`src/rtl/raw_pkg.sv`:
```
package raw_pkg;

  localparam int unsigned INSTR_W = 32;
  localparam int unsigned RIDX_W  = 5;
  localparam int unsigned OPC_W   = 6;
  localparam int unsigned NUM_SRC = 2;
  localparam int unsigned SHADOW_DEPTH = 3;

  // source slot positions
  localparam int unsigned SRC_RS = 0;
  localparam int unsigned SRC_RT = 1;

  // shadow stage positions
  localparam int unsigned STG_EX  = 0;
  localparam int unsigned STG_MEM = 1;
  localparam int unsigned STG_WB  = 2;

  // instruction field positions
  localparam int unsigned OPC_LSB = INSTR_W - OPC_W;
  localparam int unsigned RS_LSB  = OPC_LSB - RIDX_W;
  localparam int unsigned RT_LSB  = RS_LSB - RIDX_W;
  localparam int unsigned RD_LSB  = RT_LSB - RIDX_W;

  localparam logic [OPC_W-1:0] OPC_REG   = 6'h00;
  localparam logic [OPC_W-1:0] OPC_LOAD  = 6'h23;
  localparam logic [OPC_W-1:0] OPC_STORE = 6'h2B;
  localparam logic [2:0]       OPC_IMM_TAG = 3'b001;

  typedef logic [RIDX_W-1:0] ridx_t;

  typedef struct packed {
    logic                   vld;
    logic                   is_load;
    logic                   wr;
    ridx_t                  wdst;
    logic [NUM_SRC-1:0]     rd_use;
    ridx_t [NUM_SRC-1:0]    src;
  } use_t;

  typedef enum logic [1:0] {
    SEL_RF    = 2'b00,
    SEL_MEMWB = 2'b01,
    SEL_EXMEM = 2'b10
  } fwd_sel_e;

endpackage

```
`src/rtl/raw_decode.sv`:
```
module raw_decode
  import raw_pkg::*;
(
  input  logic [INSTR_W-1:0] instr_i,
  output use_t               use_o
);

  logic [OPC_W-1:0] opc;
  ridx_t            f_rs;
  ridx_t            f_rt;
  ridx_t            f_rd;
  logic             unused_low;

  assign opc  = instr_i[OPC_LSB +: OPC_W];
  assign f_rs = instr_i[RS_LSB +: RIDX_W];
  assign f_rt = instr_i[RT_LSB +: RIDX_W];
  assign f_rd = instr_i[RD_LSB +: RIDX_W];
  assign unused_low = ^instr_i[RD_LSB-1:0];

  always_comb begin
    use_o             = '0;
    use_o.vld         = 1'b1;
    use_o.src[SRC_RS] = f_rs;
    use_o.src[SRC_RT] = f_rt;
    if (opc == OPC_REG) begin
      use_o.rd_use = '1;
      use_o.wr     = 1'b1;
      use_o.wdst   = f_rd;
    end else if (opc[OPC_W-1 -: 3] == OPC_IMM_TAG) begin
      use_o.rd_use[SRC_RS] = 1'b1;
      use_o.wr             = 1'b1;
      use_o.wdst           = f_rt;
    end else if (opc == OPC_LOAD) begin
      use_o.rd_use[SRC_RS] = 1'b1;
      use_o.wr             = 1'b1;
      use_o.wdst           = f_rt;
      use_o.is_load        = 1'b1;
    end else if (opc == OPC_STORE) begin
      use_o.rd_use = '1;
    end
    // register 0 is hardwired: never a real result
    if (use_o.wdst == '0) begin
      use_o.wr = 1'b0;
    end
  end

endmodule

```
`src/rtl/raw_stage_pipe.sv`:
```
module raw_stage_pipe
  import raw_pkg::*;
#(
  parameter int unsigned DEPTH = SHADOW_DEPTH
)(
  input  logic                 clk,
  input  logic                 rst_n,
  input  logic                 bubble_i,
  input  use_t                 use_i,
  output use_t [DEPTH-1:0]     stg_o
);

  use_t [DEPTH-1:0] stg_d;
  use_t [DEPTH-1:0] stg_q;

  // next state: entry takes decode usage or an empty slot, rest shift
  always_comb begin
    stg_d[0] = bubble_i ? use_t'('0) : use_i;
    for (int i = 1; i < int'(DEPTH); i++) begin
      stg_d[i] = stg_q[i-1];
    end
  end

  always_ff @(posedge clk or negedge rst_n) begin
    if (!rst_n) begin
      stg_q <= '0;
    end else begin
      stg_q <= stg_d;
    end
  end

  assign stg_o = stg_q;

endmodule

```
`src/rtl/raw_lu_detect.sv`:
```
module raw_lu_detect
  import raw_pkg::*;
(
  input  use_t id_use_i,
  input  use_t ex_use_i,
  output logic stall_o
);

  logic [NUM_SRC-1:0] hit;
  logic               ld_live;
  logic               unused_fields;

  assign ld_live = ex_use_i.vld && ex_use_i.is_load && ex_use_i.wr;

  always_comb begin
    for (int s = 0; s < int'(NUM_SRC); s++) begin
      hit[s] = id_use_i.rd_use[s] && (id_use_i.src[s] == ex_use_i.wdst);
    end
  end

  assign stall_o = ld_live && id_use_i.vld && (|hit);

  assign unused_fields = ^{id_use_i.is_load, id_use_i.wr, id_use_i.wdst,
                           ex_use_i.rd_use, ex_use_i.src};

endmodule

```
`src/rtl/raw_fwd_pick.sv`:
```
module raw_fwd_pick
  import raw_pkg::*;
(
  input  logic     rd_use_i,
  input  ridx_t    src_i,
  input  use_t     exmem_i,
  input  use_t     memwb_i,
  output fwd_sel_e sel_o
);

  logic near_hit;
  logic far_hit;
  logic unused_fields;

  assign near_hit = exmem_i.vld && exmem_i.wr && (exmem_i.wdst == src_i);
  assign far_hit  = memwb_i.vld && memwb_i.wr && (memwb_i.wdst == src_i);

  // nearest producer wins
  always_comb begin
    sel_o = SEL_RF;
    if (rd_use_i) begin
      if (near_hit) begin
        sel_o = SEL_EXMEM;
      end else if (far_hit) begin
        sel_o = SEL_MEMWB;
      end
    end
  end

  assign unused_fields = ^{exmem_i.rd_use, exmem_i.src, exmem_i.is_load,
                           memwb_i.rd_use, memwb_i.src, memwb_i.is_load};

endmodule

```
`src/rtl/raw_bypass_ctrl.sv`:
```
module raw_bypass_ctrl
  import raw_pkg::*;
(
  input  logic               clk,
  input  logic               rst_n,
  input  logic [INSTR_W-1:0] id_instr,
  output logic               stall,
  output logic [1:0]         fwd_a_sel,
  output logic [1:0]         fwd_b_sel,
  output logic               ex_bubble
);

  use_t                    id_use;
  use_t [SHADOW_DEPTH-1:0] stg;
  fwd_sel_e                sel [NUM_SRC];

  raw_decode u_decode (
    .instr_i (id_instr),
    .use_o   (id_use)
  );

  raw_lu_detect u_lu (
    .id_use_i (id_use),
    .ex_use_i (stg[STG_EX]),
    .stall_o  (stall)
  );

  raw_stage_pipe #(.DEPTH(SHADOW_DEPTH)) u_pipe (
    .clk      (clk),
    .rst_n    (rst_n),
    .bubble_i (stall),
    .use_i    (id_use),
    .stg_o    (stg)
  );

  for (genvar g = 0; g < int'(NUM_SRC); g++) begin : g_src
    raw_fwd_pick u_pick (
      .rd_use_i (stg[STG_EX].vld && stg[STG_EX].rd_use[g]),
      .src_i    (stg[STG_EX].src[g]),
      .exmem_i  (stg[STG_MEM]),
      .memwb_i  (stg[STG_WB]),
      .sel_o    (sel[g])
    );
  end

  assign fwd_a_sel = sel[SRC_RS];
  assign fwd_b_sel = sel[SRC_RT];
  assign ex_bubble = !stg[STG_EX].vld;


  stall_bubble_chk: assert property (@(posedge clk) disable iff (!rst_n)
    stall |=> ex_bubble);


  stall_once_chk: assert property (@(posedge clk) disable iff (!rst_n)
    stall |=> !stall);


  ld_exmem_chk: assert property (@(posedge clk) disable iff (!rst_n)
    (fwd_a_sel == SEL_EXMEM || fwd_b_sel == SEL_EXMEM) |-> !stg[STG_MEM].is_load);


  bubble_quiet_chk: assert property (@(posedge clk) disable iff (!rst_n)
    ex_bubble |-> (fwd_a_sel == SEL_RF && fwd_b_sel == SEL_RF));


  r0_stall_chk: assert property (@(posedge clk) disable iff (!rst_n)
    stall |-> (stg[STG_EX].wdst != '0));


  store_nowr_chk: assert property (@(posedge clk) disable iff (!rst_n)
    (id_instr[OPC_LSB +: OPC_W] == OPC_STORE) |-> !id_use.wr);

endmodule

```
`config.mk`:
```
export PLATFORM = sky130hd
export DESIGN_NAME = raw_bypass_ctrl
export DESIGN_NICKNAME = d
export VERILOG_FILES = /design/src/rtl/raw_pkg.sv /design/src/rtl/raw_decode.sv /design/src/rtl/raw_stage_pipe.sv /design/src/rtl/raw_lu_detect.sv /design/src/rtl/raw_fwd_pick.sv /design/src/rtl/raw_bypass_ctrl.sv
export SDC_FILE = /design/constraint.sdc
export NUM_CORES = 1
export LEC_CHECK = 0
export BUFFER_PORTS_ARGS = -buffer_cell sky130_fd_sc_hd__buf_2
export CAP_MARGIN = 30
export CORE_MARGIN = 5
export CORE_UTILIZATION = 35
export DETAILED_ROUTE_END_ITERATION = 8
export PLACE_DENSITY = 0.63
export SLEW_MARGIN = 20
export SYNTH_ARGS = -nofsm -noshare
export SYNTH_HDL_FRONTEND = slang
export SYNTH_SLANG_ARGS = --single-unit
```
`constraint.sdc`:
```
create_clock -name clk -period 3.24 [get_ports clk]
set_clock_uncertainty 0.1 [all_clocks]
set_input_delay 0.648 -clock clk [delete_from_list [all_inputs] [get_ports clk]]
set_output_delay 0.648 -clock clk [all_outputs]
set_load 0.02 [all_outputs]
```
; ---- Word-level counts from Yosys, hierarchy flattened
; Index checks and enable logic that the tools add are counted.
; W data, S select, Z words.
[word_totals]
regBits = 34
elab_cells = 57
[op_classes]
reduce_logical = 17
n_eq_ne = 9
n_mux = 18
[op_table]
columns = operator, n
row1 = $eq A5 B5 Y1, 6
row2 = $mux W20, 1
row3 = $logic_and A1 B1 Y1, 13
row4 = $eq A6 B6 Y1 const B, 2
row5 = $mux W2, 5
row6 = $mux W1, 9
row7 = $mux W8, 1
row8 = $mux W7, 1
row9 = $logic_not A6 Y1, 1
row10 = $mux W6, 1
row11 = $logic_not A5 Y1, 1
row12 = $eq A3 B1 Y1 const B, 1
row13 = $reduce_or A2 Y1, 1
row14 = $logic_not A1 Y1, 1

; ---- Depth between registers and ports, before layout
[logic_depth]
ltp_word = 9
ltp_mapped = 6
mapped_depth_nobuf = 6

; ---- By module
; A second synthesis with hierarchy kept.
[unflattened]
cells_unflattened = 213
hier_area_um2 = 2697.6
[by_module_without_submodules]
columns = module, seq_area_each_um2, n_inst, area_per_inst_um2, cells_per_inst
row1 = raw_stage_pipe, 1501.4, 1, 2019.4, 122
row2 = raw_decode, 0.0, 1, 281.5, 38
row3 = raw_fwd_pick, 0.0, 2, 127.6, 17
row4 = raw_lu_detect, 0.0, 1, 125.1, 16
row5 = raw_bypass_ctrl, 0.0, 1, 16.3, 3

; ---- Worst setup path before layout
; No wires, ideal clock.
[synth_path]
path_kind = input-to-output
start = input id_instr[27]
end = output stall
arrival_time_ns = 1.591
setup_slack_ns = 0.901
cell_stages = 5
cell_sequence = nor3_4 > mux2i_1 > nor4_2 > o211ai_2 > inv_2
[synth_between]
elab_chain_cells = 8
elab_cells_between_ends = 13
classes_between = eq/ne (2) / mux (6) / reduce/logical (5)
[synth_lines]
columns = item, line_no
row1 = from (decl), raw_bypass_ctrl.sv:6  ; input logic [INSTR_W-1:0] id_instr,
row2 = $eq A6 B6 Y1, raw_decode.sv:38  ; end else if (opc == OPC_STORE) begin
row3 = $mux W2, raw_decode.sv:38
row4 = $mux W1, raw_decode.sv:33  ; end else if (opc == OPC_LOAD) begin
row5 = $mux W1, raw_decode.sv:29  ; end else if (opc[OPC_W-1 -: 3] == OPC_IMM_TAG) begin
row6 = $mux W8 *, raw_decode.sv:25  ; if (opc == OPC_REG) begin
row7 = $logic_and A1 B1 Y1, raw_lu_detect.sv:17  ; hit[s] = id_use_i.rd_use[s] && (id_use_i.src[s] == ex_use_i.wdst);
row8 = $reduce_or A2 Y1 *, raw_lu_detect.sv:21  ; assign stall_o = ld_live && id_use_i.vld && (|hit);
row9 = $logic_and A1 B1 Y1 *, raw_lu_detect.sv:21
row10 = to (decl), raw_bypass_ctrl.sv:7  ; output logic stall,
; Mark *: on every way between the ends. The rest lies on a longest branch, timed or not.

; ---- Final worst setup path
; Same ends and word-level chain as after synthesis.

==> flow_metrics.py <==
metrics = {
    "sta": {
        "worst_slack_ns": 0.583,
        "fin_crit_sh_pct": 82.0,
        "worst_pin_slew_ns": 0.714,
        "max_slew_margin_pct": 52.4,
        "setup_viol": 0,
        "fmax_mhz": 376,
        "slew_viol_final": 0,
        "period_needed_ns": 2.66,
        "hold_slack_ns": 0.275,
        "fin_tns_setup_ns": 0,
        "finalHoldViolCount": 0,
        "rsz0062_at_grt": "no",
    },
    "logic_synthesis": {
        "synth_top_cell_by_area": "dfrtp_1",
        "yosys-top-cells-area": "dfrtp_1, xnor2_1, and2_4",
        "synth_area_um2": 1530,
        "yosysTopAreaCellShare_pct": 55.6,
        "seq_area_frac_synth_pct": 55.6,
        "synth_cell_types": 29,
        "ys_warn_count": 0,
        "yosys_register_bits": 34,
        "synth.net_count": 163,
        "netlist_instances": 129,
        "avgSynthCellArea_um2": 11.9,
    },
    "cts": {
        "path_clk_slew_ns": 0.06,
        "cts_buffers": 5,
        "clockBufferDepth": 2,
        "cts-root-buf": "clkbuf_8",
        "cts_setup_buffers": 0,
        "ctsResizeCount": 0,
        "hold_buffers": 0,
        "clock_sinks": 34,
        "clock_latency_ns": 0.27,
        "htreeDepth": 2,
        "cts_tree": "built",
    },
    "setup_path": {
        "startpoint_type": "input pin",
        "critPathCaptureType": "output pin",
        "cp.arrival_ns": 1.91,
        "r2r_cells": 6,
        "r2r_start": "u_pipe.stg_o[14]",
        "crit_path_start": "id_instr[27]",
        "rrSetupSlack_ns": 1.59,
        "critical_path_required_ns": 2.49,
        "worst-setup-path-type": "in -> out",
        "reg2reg_to": "u_pipe.stg_o[10]",
        "cp_max_fo": 9,
    },
    "layout": {
        "nNetsFinal": 198,
        "diodes": 0,
        "fillers": 434,
        "final_common_cell": "dfrtp_1",
        "final_cell_count_no_fill": 216,
        "drive_gt1_share_pct": 29.3,
        "post-route-util_pct": 42.1,
        "final_cell_mix": "dfrtp_1, buf_2, xnor2_1",
        "largest_reg_flops": 34,
        "finalInstanceArea_um2": 1810,
        "syn_to_final_growth_pct": 18.3,
    },
    "hold_path": {
        "hold_start": "u_pipe.stg_o[39]",
        "hold_path_end": "u_pipe.stg_o[59]",
        "hold_path_depth": 0,
        "worstHoldPathType": "reg -> reg",
    },
    "power_and_ir_drop": {
        "clkPwrFrac_pct": 34.2,
        "p_leak_nw": 0.848,
        "seq_power_share_pct": 55.8,
        "finalPower_mw": 0.816,
        "p_int_mw": 0.625,
        "p_sw_share_pct": 23.3,
        "power_density_nw_per_um2": 451,
        "net-switching-power_mw": 0.190,
        "comb_power_share_pct": 10.0,
        "peakVddDrop_v": 0.000156,
    },
    "die": {
        "coreArea_um2": 4290,
        "initial_core_util_pct": 35.6,
        "ios": 40,
        "dieArea_um2": 5790,
        "chipHeight_um": 76.1,
        "std_cell_rows": 24,
        "die_x_um": 76.1,
    },
    "drt": {
        "drt_wl_total_um": 3040,
        "vias_per_cell": 4.92,
        "antenna_left": 0,
        "drtPass1Iterations": 4,
        "drc": 0,
        "wl_per_cell_um": 14.1,
        "drt_iter0_markers": 65,
        "dr_total_vias": 1062,
    },
    "place": {
        "place_area_um2": 1730,
        "dp_cells": 209,
        "port_buffers": 28,
        "dp_hpwl_um": 2480,
        "place_congestion": 0.867,
        "place_ws_ns": 0.567,
    },
    "global_route": {
        "gr-total-overflow": 0,
        "grt_max_degree": 35,
        "grt_pass1_vias": 1201,
        "grt_pass1_wl_um": 5400,
        "grt_use_total_pct": 11.5,
        "antenna_found_initial": 0,
    },
    "job": {
        "drv_cap": 0,
    },
    "run_status": {
        "status": "completed",
    },
}
[synth_stat cells (all sizes together)]
master and count:
a22oi 4, nand4 6, buf 1, xor2 8, and3 4, nor2 7
and2 11, a32oi 1, a221oi 1, nor4 4, mux2i 1, o22ai 1
xnor2 20, o21ai 2, nor3 6, or4 2, inv 4, o21bai 1
or2b 1, nand3 2, o211ai 1, nand2 4, dfrtp 34, a21oi 3
[cell type report]
cell class	instances	area, µm²	share of cell area [%]
clock buffers	5	68.8	3.80
flip-flops and latches	34	851	47.0
multi-input cells	90	652	36.0
inverters	4	15.0	0.830
repair buffers	29	148	8.16
clock inverters	2	10.0	0.553
well taps	52	65.1	3.60
[cells by family after synthesis]
group / Yosys count / share of synthesized area [%]
simple gates: 47 / 19.5
flops: 34 / 55.6
xor+xnor: 28 / 16.0
compound gates: 14 / 6.46
buf+inv: 5 / 1.72
mux: 1 / 0.655
[critical path: stages]
cell	delay [ns]
buf_2	0.12
nor3_4	0.23
mux2i_1	0.14
nor4_2	0.30
o211ai_2	0.14
inv_2	0.15
buf_2	0.19
[worst max path at each step]
stage / endpoint / slack (ns) / cells past startpoint
2_1_floorplan: stall / 0.90 / 5
3_3_place_gp: stall / 0.58 / 7
3_5_place_dp: stall / 0.57 / 7
4_1_cts: stall / 0.57 / 7
5_1_grt: stall / 0.43 / 7
6_report: stall / 0.58 / 7
[power by group through the flow]
stage | clock (mW) | sequential (mW) | combinational, mW
final | 0.279 | 0.455 | 0.0815
after global routing | 0.312 | 0.457 | 0.0921
after CTS | 0.292 | 0.455 | 0.0836
after global placement | 0 | 0.462 | 0.0802
after detailed placement | 0 | 0.463 | 0.0833
after floorplan | 0 | 0.459 | 0.0457
[layer usage]
layer	GRT usage [%]	wire length, µm	part of all wire, %
met3	4.37	200	6.6
met2	18.8	1450	47
met5	0	0	0
met4	4.20	60	2.0
met1	13.8	1340	44
Note: power is estimated with default switching activity, not from simulation.
